==> src/rtl/vid656_pkg.sv <==
package vid656_pkg;

  typedef enum logic [1:0] {
    CAP_ACTIVE = 2'd0,
    CAP_VBLANK = 2'd1,
    CAP_FIELD  = 2'd2,
    CAP_NONE   = 2'd3
  } cap_mode_e;

  typedef struct packed {
    logic f;
    logic v;
    logic h;
  } fvh_t;

  // Parity nibble expected for a given flag set
  function automatic logic [3:0] prot_bits(fvh_t s);
    return {s.v ^ s.h, s.f ^ s.h, s.f ^ s.v, s.f ^ s.v ^ s.h};
  endfunction

  // Syndrome lookup: {correctable, flip F, flip V, flip H}
  function automatic logic [3:0] syn_fix(logic [3:0] syn);
    case (syn)
      4'b0000, 4'b1000, 4'b0100,
      4'b0010, 4'b0001: return 4'b1000;
      4'b0111:          return 4'b1100;
      4'b1011:          return 4'b1010;
      4'b1101:          return 4'b1001;
      default:          return 4'b0000;
    endcase
  endfunction

endpackage

==> src/rtl/vid656_trs_detect.sv <==
module vid656_trs_detect #(
  parameter int DATA_W = 8
) (
  input  logic              clk,
  input  logic              rst_n,
  input  logic              en,
  input  logic [DATA_W-1:0] din,
  output logic [DATA_W-1:0] cand,
  output logic              match,
  output logic [6:0]        xy_bits
);
  localparam int DEPTH = 3;
  localparam logic [DATA_W-1:0] ALL_ONES  = '1;
  localparam logic [DATA_W-1:0] ALL_ZEROS = '0;

  logic [DATA_W-1:0] tap_q [DEPTH];
  logic [DATA_W-1:0] tap_n [DEPTH];

  always_comb begin
    for (int i = 0; i < DEPTH; i++) tap_n[i] = tap_q[i];
    if (en) begin
      tap_n[0] = din;
      for (int i = 1; i < DEPTH; i++) tap_n[i] = tap_q[i-1];
    end
  end

  genvar g;
  generate
    for (g = 0; g < DEPTH; g++) begin : g_tap
      always_ff @(posedge clk or negedge rst_n) begin
        if (!rst_n) tap_q[g] <= '0;
        else        tap_q[g] <= tap_n[g];
      end
    end
  endgenerate

  // Oldest word is the forwarding candidate; status word is the live input
  assign cand    = tap_q[DEPTH-1];
  assign match   = en && (tap_q[2] == ALL_ONES) && (tap_q[1] == ALL_ZEROS)
                   && (tap_q[0] == ALL_ZEROS);
  assign xy_bits = din[DATA_W-2 -: 7];

endmodule

==> src/rtl/vid656_xy_decode.sv <==
module vid656_xy_decode
  import vid656_pkg::*;
(
  input  logic [6:0] xy_bits,
  output fvh_t       fvh,
  output logic       ok,
  output logic       fixed
);
  fvh_t       rx;
  logic [3:0] syn;
  logic [3:0] fix;

  always_comb begin
    rx    = fvh_t'(xy_bits[6:4]);
    syn   = prot_bits(rx) ^ xy_bits[3:0];
    fix   = syn_fix(syn);
    fvh   = rx ^ fvh_t'(fix[2:0]);
    ok    = fix[3];
    fixed = fix[3] && (syn != 4'b0000);
  end

endmodule

==> src/rtl/vid656_timing_state.sv <==
module vid656_timing_state
  import vid656_pkg::*;
#(
  parameter int KILL_LEN = 3
) (
  input  logic clk,
  input  logic rst_n,
  input  logic en,
  input  logic match,
  input  fvh_t dec_fvh,
  input  logic dec_ok,
  input  logic dec_fixed,
  input  logic fwd,
  output fvh_t fvh_q,
  output logic sync_ok,
  output logic kill,
  output logic line_pend,
  output logic field_pend,
  output logic fixed_q,
  output logic bad_q
);
  localparam int KW = $clog2(KILL_LEN + 1);

  logic [KW-1:0] kcnt_q, kcnt_n;
  fvh_t          fvh_n;
  logic          sync_n, lp_n, fp_n, fixed_n, bad_n, take;

  always_comb begin
    take    = en && match && dec_ok;
    kcnt_n  = kcnt_q;
    if (en) begin
      if (match)               kcnt_n = KW'(KILL_LEN);
      else if (kcnt_q != '0)   kcnt_n = kcnt_q - 1'b1;
    end
    fvh_n   = take ? dec_fvh : fvh_q;
    sync_n  = sync_ok || take;
    lp_n    = line_pend;
    if (take && dec_fvh.h)            lp_n = 1'b1;
    else if (fwd)                     lp_n = 1'b0;
    fp_n    = field_pend;
    if (take && (dec_fvh.f != fvh_q.f)) fp_n = 1'b1;
    else if (fwd)                       fp_n = 1'b0;
    fixed_n = en && match && dec_fixed;
    bad_n   = en && match && !dec_ok;
  end

  always_ff @(posedge clk or negedge rst_n) begin
    if (!rst_n) begin
      kcnt_q     <= '0;
      fvh_q      <= '0;
      sync_ok    <= 1'b0;
      line_pend  <= 1'b0;
      field_pend <= 1'b0;
      fixed_q    <= 1'b0;
      bad_q      <= 1'b0;
    end else begin
      kcnt_q     <= kcnt_n;
      fvh_q      <= fvh_n;
      sync_ok    <= sync_n;
      line_pend  <= lp_n;
      field_pend <= fp_n;
      fixed_q    <= fixed_n;
      bad_q      <= bad_n;
    end
  end

  assign kill = (kcnt_q != '0);

endmodule

==> src/rtl/vid656_out_gate.sv <==
module vid656_out_gate
  import vid656_pkg::*;
#(
  parameter int DATA_W = 8
) (
  input  logic              clk,
  input  logic              rst_n,
  input  logic              en,
  input  logic              match,
  input  logic              kill,
  input  logic              sync_ok,
  input  cap_mode_e         mode,
  input  fvh_t              fvh_q,
  input  logic [DATA_W-1:0] cand,
  input  logic              line_pend,
  input  logic              field_pend,
  output logic              fwd,
  output logic [DATA_W-1:0] data_q,
  output logic              valid_q,
  output logic              ls_q,
  output logic              fs_q,
  output fvh_t              flags_q
);
  logic              admit;
  logic [DATA_W-1:0] data_n;
  fvh_t              flags_n;

  always_comb begin
    case (mode)
      CAP_ACTIVE: admit = !fvh_q.v && !fvh_q.h;
      CAP_VBLANK: admit =  fvh_q.v && !fvh_q.h;
      CAP_FIELD:  admit = 1'b1;
      default:    admit = 1'b0;
    endcase
    fwd     = en && sync_ok && !kill && !match && admit;
    data_n  = fwd ? cand  : data_q;
    flags_n = fwd ? fvh_q : flags_q;
  end

  always_ff @(posedge clk or negedge rst_n) begin
    if (!rst_n) begin
      data_q  <= '0;
      valid_q <= 1'b0;
      ls_q    <= 1'b0;
      fs_q    <= 1'b0;
      flags_q <= '0;
    end else begin
      data_q  <= data_n;
      valid_q <= fwd;
      ls_q    <= fwd && line_pend;
      fs_q    <= fwd && field_pend;
      flags_q <= flags_n;
    end
  end

endmodule

==> src/rtl/vid656_rx.sv <==
module vid656_rx
  import vid656_pkg::*;
#(
  parameter int DATA_W      = 8,
  parameter int SYNC_STAGES = 2
) (
  input  logic              clk,
  input  logic              rst_n,
  input  logic              din_en,
  input  logic [DATA_W-1:0] din,
  input  logic [1:0]        cap_mode,
  output logic [DATA_W-1:0] out_data,
  output logic              out_valid,
  output logic              out_line_start,
  output logic              out_field_start,
  output logic              out_field,
  output logic              out_vblank,
  output logic              out_hblank,
  output logic              xy_fixed,
  output logic              xy_bad
);
  localparam int KILL_LEN = 3;

  logic [SYNC_STAGES-1:0] rst_pipe;
  logic                   rst_i_n;

  always_ff @(posedge clk or negedge rst_n) begin
    if (!rst_n) rst_pipe <= '0;
    else        rst_pipe <= {rst_pipe[SYNC_STAGES-2:0], 1'b1};
  end
  assign rst_i_n = rst_pipe[SYNC_STAGES-1];

  logic [DATA_W-1:0] cand;
  logic              match, dec_ok, dec_fixed, fwd;
  logic              sync_ok, kill, line_pend, field_pend;
  logic [6:0]        xy_bits;
  fvh_t              dec_fvh, fvh_q, flags_q;

  vid656_trs_detect #(.DATA_W(DATA_W)) u_det (
    .clk(clk), .rst_n(rst_i_n), .en(din_en), .din(din),
    .cand(cand), .match(match), .xy_bits(xy_bits)
  );

  vid656_xy_decode u_dec (
    .xy_bits(xy_bits), .fvh(dec_fvh), .ok(dec_ok), .fixed(dec_fixed)
  );

  vid656_timing_state #(.KILL_LEN(KILL_LEN)) u_st (
    .clk(clk), .rst_n(rst_i_n), .en(din_en), .match(match),
    .dec_fvh(dec_fvh), .dec_ok(dec_ok), .dec_fixed(dec_fixed), .fwd(fwd),
    .fvh_q(fvh_q), .sync_ok(sync_ok), .kill(kill),
    .line_pend(line_pend), .field_pend(field_pend),
    .fixed_q(xy_fixed), .bad_q(xy_bad)
  );

  vid656_out_gate #(.DATA_W(DATA_W)) u_out (
    .clk(clk), .rst_n(rst_i_n), .en(din_en), .match(match), .kill(kill),
    .sync_ok(sync_ok), .mode(cap_mode_e'(cap_mode)), .fvh_q(fvh_q),
    .cand(cand), .line_pend(line_pend), .field_pend(field_pend),
    .fwd(fwd), .data_q(out_data), .valid_q(out_valid),
    .ls_q(out_line_start), .fs_q(out_field_start), .flags_q(flags_q)
  );

  assign out_field  = flags_q.f;
  assign out_vblank = flags_q.v;
  assign out_hblank = flags_q.h;

endmodule

==> config.mk <==
export PLATFORM = sky130hd
export DESIGN_NAME = vid656_rx
export DESIGN_NICKNAME = d
export VERILOG_FILES = /design/src/rtl/vid656_pkg.sv /design/src/rtl/vid656_trs_detect.sv /design/src/rtl/vid656_xy_decode.sv /design/src/rtl/vid656_timing_state.sv /design/src/rtl/vid656_out_gate.sv /design/src/rtl/vid656_rx.sv
export SDC_FILE = /design/constraint.sdc
export NUM_CORES = 1
export LEC_CHECK = 0
export ABC_AREA = 1
export BUFFER_PORTS_ARGS = -buffer_cell sky130_fd_sc_hd__buf_2
export CAP_MARGIN = 40
export CORE_ASPECT_RATIO = 1.4
export CORE_UTILIZATION = 45
export CTS_CLUSTER_DIAMETER = 100
export DETAILED_ROUTE_END_ITERATION = 12
export PLACE_DENSITY = 0.67
export SYNTH_ARGS = -nofsm -noshare
export SYNTH_HDL_FRONTEND = slang
export SYNTH_SLANG_ARGS = --single-unit
==> constraint.sdc <==
create_clock -name clk -period 1.6 [get_ports clk]
set_clock_uncertainty 0.1 [all_clocks]
set_input_delay 0.16 -clock clk [delete_from_list [all_inputs] [get_ports clk]]
set_output_delay 0.16 -clock clk [all_outputs]
set_load 0.005 [all_outputs]
==> metrics.csv, run 1 <==
metric,value,unit
outcome,"finished, violations left",
failing checks,negative setup slack,
fin nets,374,
Mapped Cells,280,
clk slew on worst S/H paths,0.09,ns
"Top FF cell, synth",dfrtp_1,
Vias,2038,
Setup crit end kind,flop,
layout cells sized above 1,34.7,%
DIE HEIGHT,89.1,um
Final Max Tran Viols,0,
post-route antenna net violation count,0,
Routability Congestion,0.813,
die width,64.2,um
mux contribution to synthesized area,0,%
Routed WL,4.99,mm
Synth Area in Compound Gates,9.80,%
# DRC,0,
CTS tree,built,
CP Data Arrival Time,1.69,ns
I/O pin count,29,
clk buf depth,2,
Synth Area in Simple Gates,25.4,%
Layout area overhead,31.8,%
PortBufs,28,
max-cap violation count,0,
vias per inst,4.82,
Synth area leaders,"dfrtp_1 51%, nand2_1 12%, o21ai_0 6.4%, inv_1 6.2%, ha_1 2.6%",
post-synth top area share,51.3,%
Worst Path Max Fanout,7,
initial antenna violation count,0,
largest family of logic cells by synthesized area,simple AND/OR/NAND/NOR gates,
synthesized-area fraction occupied by adder cells,2.57,%
Mapped Area,0.00244,mm^2
Worst EP required,1.68,ns
Synth Warn #,0,
Synth area leader,dfrtp_1,
Tcrit/Tclk final,101,%
most frequent cell after synthesis,nand2_1,
routed len/inst,11.8,um
Hold WS,0.00768,ns
grt ovf,0,
Core Area,0.00520,mm^2
Max VDD drop,0.000471,V
n_diodes,0,
Post-Synth XOR/XNOR Area,1.80,%
total CTS buffers,5,
sequential area share after synthesis,51.3,%
reg2reg path depth,7,
latest clock arrival within the worst-skew pair,0.30,ns
largest net degree at the start of global routing,49,
Yosys cell types,32,
CTS Sinks,50,
drt first-iter violations,76,
pwr dens,867,mW/mm^2
Hold Crit Endpoint,u_det.tap_q[19]$_DFFE_PN0P_,
vias in the first global route,1858,
fmax,619,MHz
drt first pass iters,4,
first-pass GRT wire length,7.78,mm
Setup TNS,-0.0300,ns
#FFs+latches synth,50,
initial core utilization,46.9,%
Post-Syn Nets,298,
Period minus WS final,1.62,ns
Critical Path Source Type,input port,
R2R setup slack,0.04,ns
number of flops mapped to enable cells by yosys,0,
Root Buffer,clkbuf_8,
min-delay src,din[3],
reg-to-reg startpoint,u_st.fvh_q[0]$_DFFE_PN0P_,
unrepaired setup endpoints after global routing,true,
Post-synth top cells,"77 x nand2_1, 50 x dfrtp_1, 40 x inv_1",
hold crit path type,input port to flop,
Synth async-reset ratio,100,%
row cnt,31,
hpwl dp,3.45,mm
GRT Total Usage,17.7,%
post-synthesis area per instance,8.70,um^2
Final Worst Setup Slack,-0.0162,ns
RR Endpoint,u_out.data_q[7]$_DFFE_PN0P_,
Cells on Worst Hold Path,3,
Final Hold Fails,0,
Pleak,1.67,nW
Clock H-tree levels,2,
Final setup viols,2,
Die ar.,0.00572,mm^2
path type of the worst setup path,input port to flop,
-- cells by family after synthesis --
logic type	count (synthesis)
simple gates	123
buf+inv	52
flops	50
compound gates	44
xor+xnor	5
fa+ha+maj	5
other cells	1
-- layout by cell type, fill, tap and decap left out, types with 2 or more instances in the layout --
cell type / n
buf_12: 2
dlygate4sd3_1: 2
ha_1: 3
buf_2: 26
nor2_1: 6
nand3_2: 7
o21ai_2: 3
nand2_4: 3
inv_2: 7
xor2_2: 3
clkbuf_8: 5
nand3_4: 3
nand3_1: 10
clkinv_2: 3
nor3_2: 4
buf_4: 45
o21a_1: 2
nand2_2: 5
dfrtp_1: 49
o21ai_1: 5
a21oi_1: 3
inv_1: 36
nand2_1: 73
nand4_1: 7
o21ai_0: 30
-- area by class of cell --
type                            instances  area, um^2
Fill cell                             487        1980
Sequential cell                        50        1250
Multi-Input combinational cell        180        1100
Timing Repair Buffer                   75         528
Inverter                               44         166
Tap cell                               66        82.6
Clock buffer                            6        72.6
Clock inverter                          2        10.0
-- report_power, final --
part / leakage, nW / internal, W / total (W) / switching, W
logic: 0.982 / 0.000296 / 0.000688 / 0.000392
clock network: 0.0450 / 0.000304 / 0.000688 / 0.000385
registers: 0.640 / 0.00136 / 0.00141 / 0.0000535
-- routing by layer --
metal | part of all wire, % | GRT usage (%) | vias up | wire, um
met5 | 0 | 0 | - | 0
met4 | 3.1 | 8.48 | 0 | 157
met3 | 2.5 | 3.19 | 14 | 123
met2 | 55 | 33.4 | 38 | 2740
met1 | 39 | 19.0 | 948 | 1970
li1 | - | - | 1038 | -
-- flip-flops by register name, indices dropped and copies added (netlist names) --
| register | flops |
|---|---|
| rst_pipe | 2 |
| u_det.cand | 8 |
| u_det.tap_q | 16 |
| u_out.data_q | 8 |
| u_out.flags_q | 3 |
| u_out.fs_q | 1 |
| u_out.ls_q | 1 |
| u_out.valid_q | 1 |
| u_st.bad_q | 1 |
| u_st.field_pend | 1 |
| u_st.fixed_q | 1 |
| u_st.fvh_q | 3 |
| u_st.kcnt_q | 2 |
| u_st.line_pend | 1 |
| u_st.sync_ok | 1 |
-- worst max path at each step --
stage                                       end  cells past startpoint  slack, ns                      start
floorplan                u_st.sync_ok$_DFF_PN0_                     11      -0.15                     din[6]
global placement         u_st.sync_ok$_DFF_PN0_                     11      -0.25                     din[5]
detailed placement       u_st.sync_ok$_DFF_PN0_                     11      -0.33                     din[5]
CTS                 u_out.data_q[7]$_DFFE_PN0P_                      6      0.002  u_st.fvh_q[1]$_DFFE_PN0P_
global route          u_st.fvh_q[2]$_DFFE_PN0P_                     15       -0.1                     din[5]
finish                   u_st.sync_ok$_DFF_PN0_                     11      -0.02                     din[6]
-- worst max-delay path: stages --
cell     delay (ns)
buf_4          0.14
xor2_2         0.20
xor2_2         0.19
inv_2          0.09
ha_4           0.27
inv_2          0.03
nand3_1        0.09
nand3_2        0.12
nand2_4        0.12
nor2_8         0.06
or2_1          0.22
-- what timing repair did --
action | 4_1_cts | 5_1_grt
hold buffers | 2 | 0
setup buffers | 0 | 8
setup endpoints to repair | 17 | 24
gates cloned | 0 | 2
pin swaps | 1 | 15
gates resized for setup | 2 | 25
hold endpoints to repair | 3 | 0
-- through the flow --
step	instance area (um^2)	power, W	utilization (%)	std cells	worst slack (ns)
after floorplan	2460	0.00179	-	280	-0.149
after global placement	2920	0.00199	56.2	403	-0.251
after detailed placement	2920	0.00202	56.2	403	-0.326
after CTS	3030	0.00271	58.4	413	0.00154
after global routing	3210	0.00296	61.8	423	-0.0980
final	3210	0.00279	61.8	423	-0.0162
Power figures use the tool's default switching activity.
==> run 2: changes to the inputs <==
--- a/config.mk
+++ b/config.mk
@@ -13,6 +13,7 @@
 export CTS_CLUSTER_DIAMETER = 100
 export DETAILED_ROUTE_END_ITERATION = 12
 export PLACE_DENSITY = 0.67
+export SETUP_SLACK_MARGIN = 0.15
 export SYNTH_ARGS = -nofsm -noshare
 export SYNTH_HDL_FRONTEND = slang
 export SYNTH_SLANG_ARGS = --single-unit
==> metrics.csv, run 2 (synthesis results as in run 1) <==
metric,value,unit
"Most flops, register",u_det.tap_q,
reg-to-reg startpoint,u_st.fvh_q[0]$_DFFE_PN0P_,
Worst Path Max Fanout,7,
CTS tree,built,
routed len/inst,12.3,um
drt first pass iters,4,
vias in the first global route,2039,
vias per inst,4.88,
Clock H-tree levels,2,
# DRC,0,
layout cells sized above 1,43.2,%
hpwl dp,3.30,mm
CP Data Arrival Time,1.67,ns
die width,64.2,um
outcome,completed,
path type of the worst setup path,flop to flop,
pre-CTS setup slack,-0.301,ns
PortBufs,28,
Worst Setup SP,u_st.fvh_q[0]$_DFFE_PN0P_,
grt ovf,0,
post-route antenna net violation count,0,
Core Area,0.00520,mm^2
max-cap violation count,0,
initial core utilization,46.9,%
Layout area overhead,41.6,%
"commonest non-fill, non-tap cell in the layout",nand2_1,
Final Max Tran Viols,0,
Critical Path Source Type,flop,
Routed WL,5.23,mm
largest net degree at the start of global routing,49,
n_diodes,0,
Routability Congestion,0.839,
total CTS buffers,5,
CTS Sinks,50,
DIE HEIGHT,89.1,um
latest clock arrival within the worst-skew pair,0.30,ns
reg2reg path depth,7,
Root Buffer,clkbuf_8,
fmax,630,MHz
Largest register FFs,16,
I/O pin count,29,
Worst EP required,1.68,ns
Max VDD drop,0.000398,V
Period minus WS final,1.59,ns
clk slew on worst S/H paths,0.09,ns
clk buf depth,2,
Tcrit/Tclk final,99.1,%
Setup crit end,u_out.data_q[7]$_DFFE_PN0P_,
Vias,2082,
GRT Total Usage,20.0,%
final instance area,0.00345,mm^2
placed cell areas,0.00292,mm^2
Die ar.,0.00572,mm^2
Pleak,1.73,nW
Final Hold Fails,0,
most frequent cells in the layout,"64 x nand2_1, 49 x dfrtp_1, 42 x buf_4",
row cnt,31,
unrepaired setup endpoints after global routing,true,
R2R setup slack,0.01,ns
RR Endpoint,u_out.data_q[7]$_DFFE_PN0P_,
hold crit path type,input port to flop,
drt first-iter violations,82,
initial antenna violation count,0,
fin nets,378,
first-pass GRT wire length,8.80,mm
Final Worst Setup Slack,0.0138,ns
Setup crit end kind,flop,
pwr dens,873,mW/mm^2
Final setup viols,0,
-- run 2: report_power, final --
part | internal, W | switching, W | total, W
Clock | 0.000437 | 0.000391 | 0.000828
Sequential | 0.00136 | 0.0000533 | 0.00141
Combinational | 0.000337 | 0.000436 | 0.000772
-- run 2: area by class of cell --
type	instances	area [um^2]
Inverter	44	166
Tap cell	66	82.6
Sequential cell	50	1250
Multi-Input combinational cell	181	1230
Clock buffer	8	110
Timing Repair Buffer	78	606
Fill cell	438	1750
-- run 2: routing by layer --
| metal | track usage, % | vias to the layer above | share of wire (%) |
|---|---|---|---|
| met3 | 3.06 | 7 | 2.1 |
| met1 | 22.3 | 994 | 41 |
| met2 | 37.2 | 31 | 56 |
| met5 | 0 | - | 0 |
| li1 | - | 1050 | - |
| met4 | 10.1 | 0 | 1.8 |
-- run 2: timing repair --
item                       in CTS  in global routing
hold endpoints to repair        4                  0
buffers inserted                5                  5
gates cloned                    3                  0
setup endpoints to repair      24                 24
pin swaps                      20                 18
hold buffers                    3                  0
gates resized for setup        33                 38
-- run 2: worst min-delay path by stage --
stage / from / to / slack [ns] / cells after the start
finish: din[3] / u_det.tap_q[19]$_DFFE_PN0P_ / 0.007 / 3
CTS: din[3] / u_det.tap_q[19]$_DFFE_PN0P_ / 0.004 / 3
detailed placement: rst_n / rst_pipe[0]$_DFF_PN0_ / -0.15 / 1
global route: din[3] / u_det.tap_q[19]$_DFFE_PN0P_ / 0.05 / 3
floorplan: rst_n / rst_pipe[0]$_DFF_PN0_ / -0.24 / 0
global placement: rst_n / rst_pipe[0]$_DFF_PN0_ / -0.16 / 1
-- run 2: per-stage QoR --
stage | TNS (ns) | utilization, % | cells | hold slack (ns) | total power [W]
floorplan | -0.708 | - | 280 | -0.236 | 0.00179
global placement | -1.63 | 56.2 | 403 | -0.156 | 0.00199
detailed placement | -2.57 | 56.2 | 403 | -0.155 | 0.00202
CTS | 0 | 62.6 | 422 | 0.00432 | 0.00292
global route | -1.02 | 66.4 | 427 | 0.0527 | 0.00318
finish | 0 | 66.4 | 427 | 0.00731 | 0.00301
-- run 2: worst max-delay path: stages (launching register included) --
cell and delay, ns:
dfrtp_1 0.38, inv_1 0.11, o211ai_1 0.14, nor3_4 0.25, buf_12 0.15, nand3_4 0.15, nand2_2 0.12, o21ai_0 0.07
==> run 3: changes to the inputs <==
--- a/config.mk
+++ b/config.mk
@@ -10,6 +10,7 @@
 export CAP_MARGIN = 40
 export CORE_ASPECT_RATIO = 1.4
 export CORE_UTILIZATION = 45
+export CTS_BUF_LIST = sky130_fd_sc_hd__clkbuf_16
 export CTS_CLUSTER_DIAMETER = 100
 export DETAILED_ROUTE_END_ITERATION = 12
 export PLACE_DENSITY = 0.67
==> metrics.csv, run 3 (synthesis results as in run 1) <==
metric,value,unit
Max VDD drop,0.000427,V
clock power share,32.0,%
GRT Total Usage,20.6,%
"commonest non-fill, non-tap cell in the layout",nand2_1,
max-cap violation count,0,
PortBufs,28,
initial antenna violation count,0,
Pleak,1.68,nW
Period minus WS final,1.64,ns
Critical Path Source Type,flop,
Vias,2087,
Tcrit/Tclk final,103,%
Worst EP required,1.71,ns
total CTS buffers,5,
Final Worst Setup Slack,-0.0445,ns
n_diodes,0,
latest clock arrival within the worst-skew pair,0.28,ns
Sw Share,28.2,%
fmax,608,MHz
most frequent cells in the layout,"64 x nand2_1, 49 x dfrtp_1, 40 x buf_4",
CTS tree,built,
largest net degree at the start of global routing,49,
Core Area,0.00520,mm^2
clk buf depth,2,
unrepaired setup endpoints after global routing,true,
CP Data Arrival Time,1.75,ns
Root Buffer,clkbuf_16,
Clock H-tree levels,2,
P_int,0.00221,W
hpwl dp,3.30,mm
Final Max Tran Viols,0,
"Most flops, register",u_det.tap_q,
Util after Layout,63.3,%
# DRC,0,
Switch Pwr,0.000865,W
fill count,470,
Routability Congestion,0.839,
Final Hold Fails,0,
Layout area overhead,35.1,%
hold crit path type,input port to flop,
Gate power share,22.0,%
die width,64.2,um
clk slew on worst S/H paths,0.06,ns
drt first-iter violations,92,
drt first pass iters,4,
path type of the worst setup path,flop to flop,
first-pass GRT wire length,8.98,mm
failing checks,negative setup slack,
row cnt,31,
Routed WL,5.27,mm
fin nets,373,
DIE HEIGHT,89.1,um
Final setup viols,15,
Die ar.,0.00572,mm^2
I/O pin count,29,
Worst Path Max Fanout,7,
grt ovf,0,
layout cells sized above 1,36.8,%
vias in the first global route,2020,
outcome,"finished, violations left",
Largest register FFs,16,
post-route antenna net violation count,0,
pre-CTS setup slack,-0.301,ns
routed len/inst,12.5,um
Setup crit end kind,flop,
pwr dens,933,mW/mm^2
CTS Sinks,50,
vias per inst,4.95,
initial core utilization,46.9,%
sequential power share,46.0,%
[run 3: changes by cell type in the layout (fill, tap and decap cells not counted), moves of 3 or more]
cell,delta
clkbuf_16,+5
o21ai_1,+5
clkinv_1,+3
inv_2,-5
buf_6,-3
clkbuf_8,-8
nand3_1,+4
o21ai_2,-3
ha_1,+3
inv_1,+5
[run 3: critical path, stage by stage, from the launching register on]
cell and delay [ns]:
dfrtp_1 0.37, nand2_2 0.08, nor3_4 0.22, nand2_2 0.10, nor2_4 0.20, nand2_8 0.09, buf_4 0.15, nand3_4 0.11
nand2_1 0.07, o21ai_1 0.07
[run 3: through the flow]
| stage | instance area, um^2 | std cells | setup TNS (ns) | hold slack (ns) | total power (W) |
|---|---|---|---|---|---|
| after CTS | 3200 | 419 | -0.0167 | 0.0175 | 0.00305 |
| after global placement | 2920 | 403 | -1.63 | -0.156 | 0.00199 |
| after detailed placement | 2920 | 403 | -2.57 | -0.155 | 0.00202 |
| after floorplan | 2460 | 280 | -0.708 | -0.236 | 0.00179 |
| final | 3290 | 422 | -0.436 | 0.0242 | 0.00307 |
| after global routing | 3290 | 422 | -2.17 | 0.0663 | 0.00324 |
[run 3: final cells by class]
class / instances / area, um^2 / area share [%]
Sequential cell: 50 / 1250 / 38.0
Multi-Input combinational cell: 181 / 1120 / 33.9
Timing Repair Buffer: 73 / 537 / 16.3
Inverter: 44 / 166 / 5.06
Clock buffer: 5 / 125 / 3.80
Tap cell: 66 / 82.6 / 2.51
Clock inverter: 3 / 11.3 / 0.342
[run 3: what timing repair did]
item,CTS,global route
setup buffers,4,2
hold endpoints to repair,3,0
hold buffers,2,0
cloned,2,1
pin swaps,15,9
setup endpoints to repair,24,24
resized for setup,24,20
[run 3: power groups by stage]
stage	Sequential [W]	Combinational (W)	Clock, W
after global placement	0.00143	0.000569	0
final	0.00141	0.000676	0.000982
after global routing	0.00142	0.000768	0.00104
after floorplan	0.00144	0.000356	0
after CTS	0.00141	0.000639	0.000999
after detailed placement	0.00143	0.000588	0
[run 3: worst paths after layout]
check | from | endpoint | slack, ns | cells past startpoint
worst min-delay path | din[3] | u_det.tap_q[19]$_DFFE_PN0P_ | 0.02 | 3
worst min register to register | rst_pipe[1]$_DFF_PN0_ | u_det.cand[4]$_DFFE_PN0P_ | 0.14 | 1
worst max-delay path | u_det.cand[5]$_DFFE_PN0P_ | u_out.flags_q[1]$_DFFE_PN0P_ | -0.04 | 9
max in group asynchronous | rst_pipe[1]$_DFF_PN0_ | u_det.tap_q[10]$_DFFE_PN0P_ | 1.03 | 1
min in group asynchronous | rst_n | rst_pipe[1]$_DFF_PN0_ | 0.09 | 2
worst max register to register | u_det.cand[5]$_DFFE_PN0P_ | u_out.flags_q[1]$_DFFE_PN0P_ | -0.04 | 9
[run 3: layer usage]
metal	vias to the layer above	routed length, um	GRT usage (%)	share of wire (%)
li1	1037	-	-	-
met1	994	2110	23.2	40
met2	40	2850	37.4	54
met3	16	122	2.93	2.3
met4	0	184	11.5	3.5
met5	-	0	0	0
